### src/rtl/wtc_pkg.sv
package wtc_pkg;

    typedef enum logic [1:0] {
        ACT_NONE = 2'd0,
        ACT_SET  = 2'd1,
        ACT_CLR  = 2'd2,
        ACT_TGL  = 2'd3
    } act_e;

    typedef enum logic [1:0] {
        WV_UP      = 2'd0,
        WV_UPDN    = 2'd1,
        WV_UP_RC   = 2'd2,
        WV_UPDN_RC = 2'd3
    } wave_e;

    // Mode word, most significant field first (bit 27 down to bit 0).
    typedef struct packed {
        act_e        b_sw;
        act_e        b_ev;
        act_e        b_rc;
        act_e        b_cmp;
        act_e        a_sw;
        act_e        a_ev;
        act_e        a_rc;
        act_e        a_cmp;
        logic [1:0]  gate_sel;
        logic        clk_inv;
        logic        ev_trig;
        logic [1:0]  ev_src;
        logic [1:0]  ev_edge;
        logic        dis_on_rc;
        logic        stop_on_rc;
        wave_e       wave;
    } mode_t;

    localparam int FLAG_W   = 8;
    localparam int F_OVF    = 0;
    localparam int F_CPA    = 2;
    localparam int F_CPB    = 3;
    localparam int F_CPC    = 4;
    localparam int F_EXT    = 7;
    localparam logic [FLAG_W-1:0] FLAG_IMPL =
        FLAG_W'((1 << F_OVF) | (1 << F_CPA) | (1 << F_CPB) | (1 << F_CPC) | (1 << F_EXT));
    localparam int STAT_W   = 19;
    localparam int S_RUN    = 16;

endpackage

### src/rtl/wtc_edge.sv
module wtc_edge (
    input  logic       clk,
    input  logic       rst_n,
    input  logic       level,
    input  logic [1:0] sel,
    output logic       pulse
);
    typedef struct packed {
        logic prev;
    } edge_st_t;

    edge_st_t s_d, s_q;

    always_comb begin
        s_d.prev = level;
        unique case (sel)
            2'd1:    pulse = level & ~s_q.prev;
            2'd2:    pulse = ~level & s_q.prev;
            2'd3:    pulse = level ^ s_q.prev;
            default: pulse = 1'b0;
        endcase
    end

    always_ff @(posedge clk) begin
        if (!rst_n) s_q <= '0;
        else        s_q <= s_d;
    end
endmodule

### src/rtl/wtc_counter.sv
module wtc_counter
    import wtc_pkg::*;
#(
    parameter int W = 16
) (
    input  logic         clk,
    input  logic         rst_n,
    input  logic         step,
    input  logic         clear,
    input  wave_e        wave,
    input  logic [W-1:0] ra,
    input  logic [W-1:0] rb,
    input  logic [W-1:0] rc,
    output logic [W-1:0] cnt,
    output logic         hit_a,
    output logic         hit_b,
    output logic         hit_c,
    output logic         wrap
);
    localparam logic [W-1:0] MAXV = '1;
    localparam logic [W-1:0] ONE  = W'(1);

    typedef struct packed {
        logic [W-1:0] cnt;
        logic         down;
    } cnt_st_t;

    cnt_st_t      s_d, s_q;
    logic [W-1:0] nxt;
    logic [W-1:0] top;
    logic         moving;

    always_comb begin
        s_d    = s_q;
        nxt    = s_q.cnt;
        top    = (wave == WV_UPDN_RC) ? rc : MAXV;
        moving = step & ~clear;
        if (clear) begin
            s_d = '0;
        end else if (step) begin
            unique case (wave)
                WV_UP:    nxt = s_q.cnt + ONE;
                WV_UP_RC: nxt = (s_q.cnt == rc) ? '0 : s_q.cnt + ONE;
                default: begin
                    if (!s_q.down && s_q.cnt < top) begin
                        nxt      = s_q.cnt + ONE;
                        s_d.down = (nxt == top);
                    end else if (s_q.cnt == '0) begin
                        nxt      = (top == '0) ? '0 : ONE;
                        s_d.down = (top != '0) && (nxt == top);
                    end else begin
                        nxt      = s_q.cnt - ONE;
                        s_d.down = (nxt != '0);
                    end
                end
            endcase
            s_d.cnt = nxt;
        end
        hit_a = moving & (nxt == ra);
        hit_b = moving & (nxt == rb);
        hit_c = moving & (nxt == rc);
        wrap  = moving & (s_q.cnt == MAXV);
    end

    always_ff @(posedge clk) begin
        if (!rst_n) s_q <= '0;
        else        s_q <= s_d;
    end

    assign cnt = s_q.cnt;


    up_step_chk: assert property (@(posedge clk) disable iff (!rst_n)
        (step && !clear && wave == WV_UP) |=> (s_q.cnt == $past(s_q.cnt) + ONE));


    hold_chk: assert property (@(posedge clk) disable iff (!rst_n)
        (!step && !clear) |=> $stable(s_q.cnt));


    clear_chk: assert property (@(posedge clk) disable iff (!rst_n)
        clear |=> (s_q.cnt == '0 && !s_q.down));
endmodule

### src/rtl/wtc_action.sv
module wtc_action
    import wtc_pkg::*;
(
    input  logic clk,
    input  logic rst_n,
    input  logic ev_sw,
    input  logic ev_ext,
    input  logic ev_rc,
    input  logic ev_cmp,
    input  act_e act_sw,
    input  act_e act_ext,
    input  act_e act_rc,
    input  act_e act_cmp,
    output logic lvl
);
    typedef struct packed {
        logic lvl;
    } act_st_t;

    act_st_t s_d, s_q;
    act_e    pick;

    always_comb begin
        s_d = s_q;
        if (ev_sw)       pick = act_sw;
        else if (ev_ext) pick = act_ext;
        else if (ev_rc)  pick = act_rc;
        else if (ev_cmp) pick = act_cmp;
        else             pick = ACT_NONE;
        unique case (pick)
            ACT_SET: s_d.lvl = 1'b1;
            ACT_CLR: s_d.lvl = 1'b0;
            ACT_TGL: s_d.lvl = ~s_q.lvl;
            default: s_d.lvl = s_q.lvl;
        endcase
    end

    always_ff @(posedge clk) begin
        if (!rst_n) s_q <= '0;
        else        s_q <= s_d;
    end

    assign lvl = s_q.lvl;


    sw_first_chk: assert property (@(posedge clk) disable iff (!rst_n)
        (ev_sw && act_sw == ACT_SET) |=> s_q.lvl);


    sw_none_chk: assert property (@(posedge clk) disable iff (!rst_n)
        (ev_sw && act_sw == ACT_NONE) |=> $stable(s_q.lvl));


    idle_chk: assert property (@(posedge clk) disable iff (!rst_n)
        !(ev_sw || ev_ext || ev_rc || ev_cmp) |=> $stable(s_q.lvl));
endmodule

### src/rtl/wave_timer_chan.sv
module wave_timer_chan
    import wtc_pkg::*;
#(
    parameter int CNT_W = 16
) (
    input  logic              clk,
    input  logic              rst_n,
    input  logic [27:0]       mode_cfg,
    input  logic [CNT_W-1:0]  ra_val,
    input  logic [CNT_W-1:0]  rb_val,
    input  logic [CNT_W-1:0]  rc_val,
    input  logic              cmd_en,
    input  logic              cmd_dis,
    input  logic              cmd_sw,
    input  logic              clk_src,
    input  logic [2:0]        xc_in,
    input  logic              pin_b_in,
    input  logic              stat_rd,
    input  logic [7:0]        ie_set,
    input  logic [7:0]        ie_clr,
    output logic [CNT_W-1:0]  cnt_val,
    output logic              out_a,
    output logic              out_b,
    output logic [18:0]       status,
    output logic [7:0]        imask,
    output logic              irq
);
    localparam int NOUT = 2;

    typedef struct packed {
        logic              clk_on;
        logic              stopped;
        logic [FLAG_W-1:0] flags;
        logic [FLAG_W-1:0] mask;
    } ctl_t;

    mode_t             mode;
    ctl_t              c_d, c_q;
    logic              tick, ev_pulse, ev_level, gate_ok, step, trig;
    logic              hit_a, hit_b, hit_c, wrap;
    logic [FLAG_W-1:0] new_ev;
    logic              cmp_hit [NOUT];
    logic              lvl     [NOUT];
    act_e              sw_act  [NOUT];
    act_e              ev_act  [NOUT];
    act_e              rc_act  [NOUT];
    act_e              cmp_act [NOUT];

    assign mode = mode_t'(mode_cfg);

    always_comb begin
        unique case (mode.ev_src)
            2'd0:    ev_level = pin_b_in;
            2'd1:    ev_level = xc_in[0];
            2'd2:    ev_level = xc_in[1];
            default: ev_level = xc_in[2];
        endcase
        unique case (mode.gate_sel)
            2'd0:    gate_ok = 1'b1;
            2'd1:    gate_ok = xc_in[0];
            2'd2:    gate_ok = xc_in[1];
            default: gate_ok = xc_in[2];
        endcase
    end

    wtc_edge u_clk_edge (
        .clk   (clk),
        .rst_n (rst_n),
        .level (clk_src),
        .sel   (mode.clk_inv ? 2'd2 : 2'd1),
        .pulse (tick)
    );

    wtc_edge u_ev_edge (
        .clk   (clk),
        .rst_n (rst_n),
        .level (ev_level),
        .sel   (mode.ev_edge),
        .pulse (ev_pulse)
    );

    assign trig = cmd_sw | (ev_pulse & mode.ev_trig);
    assign step = tick & gate_ok & c_q.clk_on & ~c_q.stopped;

    wtc_counter #(.W(CNT_W)) u_cnt (
        .clk   (clk),
        .rst_n (rst_n),
        .step  (step),
        .clear (trig),
        .wave  (mode.wave),
        .ra    (ra_val),
        .rb    (rb_val),
        .rc    (rc_val),
        .cnt   (cnt_val),
        .hit_a (hit_a),
        .hit_b (hit_b),
        .hit_c (hit_c),
        .wrap  (wrap)
    );

    assign cmp_hit[0] = hit_a;
    assign cmp_hit[1] = hit_b;
    assign sw_act[0]  = mode.a_sw;
    assign sw_act[1]  = mode.b_sw;
    assign ev_act[0]  = mode.a_ev;
    assign ev_act[1]  = mode.b_ev;
    assign rc_act[0]  = mode.a_rc;
    assign rc_act[1]  = mode.b_rc;
    assign cmp_act[0] = mode.a_cmp;
    assign cmp_act[1] = mode.b_cmp;

    for (genvar g = 0; g < NOUT; g++) begin : g_out
        wtc_action u_act (
            .clk     (clk),
            .rst_n   (rst_n),
            .ev_sw   (cmd_sw),
            .ev_ext  (ev_pulse),
            .ev_rc   (hit_c),
            .ev_cmp  (cmp_hit[g]),
            .act_sw  (sw_act[g]),
            .act_ext (ev_act[g]),
            .act_rc  (rc_act[g]),
            .act_cmp (cmp_act[g]),
            .lvl     (lvl[g])
        );
    end

    always_comb begin
        c_d            = c_q;
        new_ev         = '0;
        new_ev[F_OVF]  = wrap;
        new_ev[F_CPA]  = hit_a;
        new_ev[F_CPB]  = hit_b;
        new_ev[F_CPC]  = hit_c;
        new_ev[F_EXT]  = ev_pulse;
        if (cmd_dis)                          c_d.clk_on = 1'b0;
        else if (cmd_en)                      c_d.clk_on = 1'b1;
        else if (hit_c && mode.dis_on_rc)     c_d.clk_on = 1'b0;
        if (trig)                             c_d.stopped = 1'b0;
        else if (hit_c && mode.stop_on_rc)    c_d.stopped = 1'b1;
        c_d.flags = (stat_rd ? '0 : c_q.flags) | new_ev;
        c_d.mask  = (c_q.mask | ie_set) & ~ie_clr & FLAG_IMPL;
    end

    always_ff @(posedge clk) begin
        if (!rst_n) c_q <= '0;
        else        c_q <= c_d;
    end

    assign out_a  = lvl[0];
    assign out_b  = lvl[1];
    assign imask  = c_q.mask;
    assign irq    = |(c_q.flags & c_q.mask);
    assign status = {lvl[1], lvl[0], c_q.clk_on & ~c_q.stopped, 8'h00, c_q.flags};


    dis_off_chk: assert property (@(posedge clk) disable iff (!rst_n)
        cmd_dis |=> !status[S_RUN]);


    rd_clear_chk: assert property (@(posedge clk) disable iff (!rst_n)
        (stat_rd && new_ev == '0) |=> (status[7:0] == '0));


    mask_clr_chk: assert property (@(posedge clk) disable iff (!rst_n)
        (ie_clr != '0) |=> ((imask & $past(ie_clr)) == '0));


    stop_hold_chk: assert property (@(posedge clk) disable iff (!rst_n)
        (c_q.stopped && !trig) |=> $stable(cnt_val));
endmodule

### config.mk
export PLATFORM = sky130hd
export DESIGN_NAME = wave_timer_chan
export DESIGN_NICKNAME = d
export VERILOG_FILES = /design/src/rtl/wtc_pkg.sv /design/src/rtl/wtc_edge.sv /design/src/rtl/wtc_counter.sv /design/src/rtl/wtc_action.sv /design/src/rtl/wave_timer_chan.sv
export SDC_FILE = /design/constraint.sdc
export NUM_CORES = 1
export LEC_CHECK = 0
export ABC_CLOCK_PERIOD_IN_PS = 8900
export CAP_MARGIN = 20
export CORE_UTILIZATION = 54
export DETAILED_ROUTE_END_ITERATION = 10
export PLACE_DENSITY = 0.9
export SYNTH_ARGS = -nofsm -noshare
export SYNTH_HDL_FRONTEND = slang
export SYNTH_SLANG_ARGS = --single-unit
### constraint.sdc
create_clock -name clk -period 8.9 [get_ports clk]
set_input_delay 2.225 -clock clk [delete_from_list [all_inputs] [get_ports clk]]
set_output_delay 2.225 -clock clk [all_outputs]
set_load 0.005 [all_outputs]
==> flow_summary.json <==
{
  "status": "completed",
  "crit_path_max_incr_delay_ps": 580,
  "gp_congestion": 1.06,
  "portBuffers": 128,
  "clkLatencyLatePin_ps": 300,
  "core_mm2": 0.00977,
  "antenna_found_initial": 0,
  "io_pins": 149,
  "wl_per_cell_um": 22.9,
  "dr.pass1.iters": 5,
  "ys_types": 82,
  "worst_pin_slew_ps": 872,
  "relSlewSlack_pct": 41.8,
  "path_max_fanout": 16,
  "ir_worst_vdd_v": 0.0000614,
  "postCtsSetupRepairBufs": 0,
  "end_kind": "flip-flop",
  "clkSlewWorstSetupHoldPaths_ps": 80,
  "grt_pass1_wl_mm": 33.1,
  "p_per_area_mw_per_mm2": 66.1,
  "ant_nets": 0,
  "grt.total_usage_pct": 41.6,
  "grt_max_degree": 35,
  "critPathBufInv": 2,
  "synth_area_leaders": "dfxtp_1 12%, xnor2_1 6.9%, buf_4 6.0%",
  "clk_path_buf_depth": 2,
  "leakagePower_nw": 2.53,
  "ys_seq_elements": 33,
  "max_freq_mhz": 136,
  "startpoint_type": "primary input",
  "die_w_um": 103,
  "layout_common_cells": "128 x clkdlybuf4s50_1, 70 x nor2_1, 64 x nand2_1",
  "synthArstFlopShare_pct": 0,
  "required_ps": 9090,
  "holdBufCountCts": 0,
  "synth_top_area_share_pct": 12.1,
  "dieArea_mm2": 0.0105,
  "synth_largest_area_cell": "dfxtp_1",
  "synth_flop_cell": "dfxtp_1",
  "arrival_ps": 7520,
  "synth_area_per_cell_um2": 7.07,
  "fp.dieH_um": 103,
  "cts_tree": "yes",
  "path_cells": "clkdlybuf4s50_1 -> nand2_1 -> nor2_1 -> ha_1 -> a21oi_1 -> o21ai_1 -> a2111o_1 -> o31ai_4 -> buf_4 -> mux2i_1 -> mux2i_1 -> and4_1 -> nand4_1 -> or3_4 -> o311a_1 -> a211o_1",
  "cp_slowest_cell": "clkdlybuf4s50_1",
  "areaGrowthSynthToFinish_pct": 21.7,
  "fin_crit_sh_pct": 82.4,
  "multi_input_area_mm2": 0.00426,
  "hpwlAfterDp_mm": 17.1,
  "worstSetupPathType": "in2reg",
  "viasPerCell": 6.79,
  "cts_htree_levels": 2,
  "dr_total_vias": 6663,
  "drt_iter0_markers": 793,
  "fin_skew_ps": 17.5,
  "netlist_instances": 773,
  "clock-sinks": 33,
  "grt_pass1_vias": 6061,
  "wl_mm": 22.4,
  "final.setup.tns_ps": 0,
  "period_needed_ps": 7330,
  "setup_violations": 0,
  "yosys_warnings": 0,
  "synth_area_mm2": 0.00547,
  "layout-drive-gt1-share_pct": 5.42,
  "cts_root_buffer": "clkbuf_8",
  "cts-resized-gates": 0,
  "synth-edff-count": 0,
  "seq_area_um2": 661,
  "overflow": 0,
  "hold_viol": 0,
  "n_antenna_cell": 0,
  "final_max_slew_viol_count": 0,
  "crit_top_cell": "mux2i_1",
  "placed_cells": 973,
  "critical-path-top-delay-family": "compound AO/OA/AOI/OAI gates",
  "initial_utilization_pct": 55.9,
  "final_cells": 981,
  "final_common_cell": "clkdlybuf4s50_1",
  "row_count": 36,
  "nFillCells": 829,
  "holdCritPathClass": "reg2reg",
  "maxCapViolCount": 0,
  "ys_seq_area_share_pct": 12.1,
  "cts_buffers": 5,
  "rsz0062_at_grt": "no",
  "nets": 969,
  "drc": 0,
  "finalPower_mw": 0.440
}
==> metrics by stage <==
step,instance area (um^2),setup WS (ps),util [%],hold slack [ps]
final,6650,1570,68.0,481
after global routing,6650,1300,68.0,523
after CTS,6650,1770,68.0,482
after detailed placement,6560,1470,67.2,464
after global placement,6560,1520,67.2,454
after floorplan,5510,2730,-,437
==> logic make-up after synthesis <==
logic type	share of synthesized area, %
flip-flops	12.1
buffers and inverters	10.9
XOR/XNOR	11.5
AND/OR/NAND/NOR	31.0
other	0.0686
adder cells (fa/ha/maj)	4.35
multiplexers	4.67
AO/OA/AOI/OAI	25.3
==> report_power, final <==
group | switching [mW] | internal (mW) | leakage (nW)
clock | 0.0724 | 0.0543 | 0.0439
sequential | 0.00618 | 0.152 | 0.268
combinational | 0.0755 | 0.0797 | 2.22
==> layout make-up <==
cell class / instances / area share [%]
repair buffers: 144 / 21.1
clock inverters: 3 / 0.263
multi-input cells: 642 / 64.0
clock buffers: 5 / 1.03
inverters: 21 / 1.19
well taps: 133 / 2.50
flip-flops and latches: 33 / 9.93
==> metal layers <==
| layer | GRT usage, % | vias up | wire [um] |
|---|---|---|---|
| met2 | 64.3 | 541 | 10000 |
| met3 | 8.88 | 103 | 2710 |
| met4 | 19.8 | 0 | 1080 |
| li1 | - | 2974 | - |
| met1 | 54.9 | 3045 | 8620 |
| met5 | 0 | - | 0 |
==> flip-flops by register name, indices dropped and copies added, names as in the netlist <==
signal	cells
imask	5
c_q	2
u_ev_edge.s_q	1
g_out.u_act.lvl	2
u_clk_edge.s_q	1
status	5
u_cnt.cnt	16
u_cnt.s_q	1
==> cells in the mapped netlist, types with 5 or more instances <==
cell type / n
nand3_1: 26
nor2_1: 70
nand2_1: 64
nor3b_1: 11
o211ai_1: 10
nor2b_1: 6
o21ai_0: 22
or4_1: 7
dfxtp_1: 33
a21oi_1: 41
a21boi_0: 6
buf_4: 44
a22oi_1: 7
o22ai_1: 6
a221oi_1: 6
nand2b_1: 13
ha_1: 19
a211oi_1: 15
and3_1: 12
a31oi_1: 14
xor2_1: 29
o31ai_1: 9
and2_1: 9
inv_1: 21
nor4_1: 14
xnor2_1: 43
nor3_1: 24
buf_2: 12
nor4b_1: 5
or3_1: 13
clkbuf_1: 30
nand4_1: 20
mux2i_1: 21
==> worst paths after layout <==
path | from | to | depth (start not counted) | slack, ps
setup / recovery | mode_cfg[1] | g_out[0].u_act.lvl$_SDFFE_PN0P_ | 16 | 1570
hold / removal | c_q[16]$_SDFFE_PP0P_ | c_q[16]$_SDFFE_PP0P_ | 2 | 480
hold reg to reg | c_q[16]$_SDFFE_PP0P_ | c_q[16]$_SDFFE_PP0P_ | 2 | 480
setup reg to reg | u_cnt.cnt[14]$_SDFFE_PP0P_ | g_out[0].u_act.lvl$_SDFFE_PN0P_ | 12 | 3890
==> worst reg2reg max path, delay by kind of cell, from the launching register on <==
kind                   cells  cell delay (ps)
XOR/XNOR                   1              150
flip-flops                 1              760
AND/OR/NAND/NOR            5             2010
AO/OA/AOI/OAI              5             1640
buffers and inverters      1              350
No activity file was read; power rests on OpenSTA's default activity.
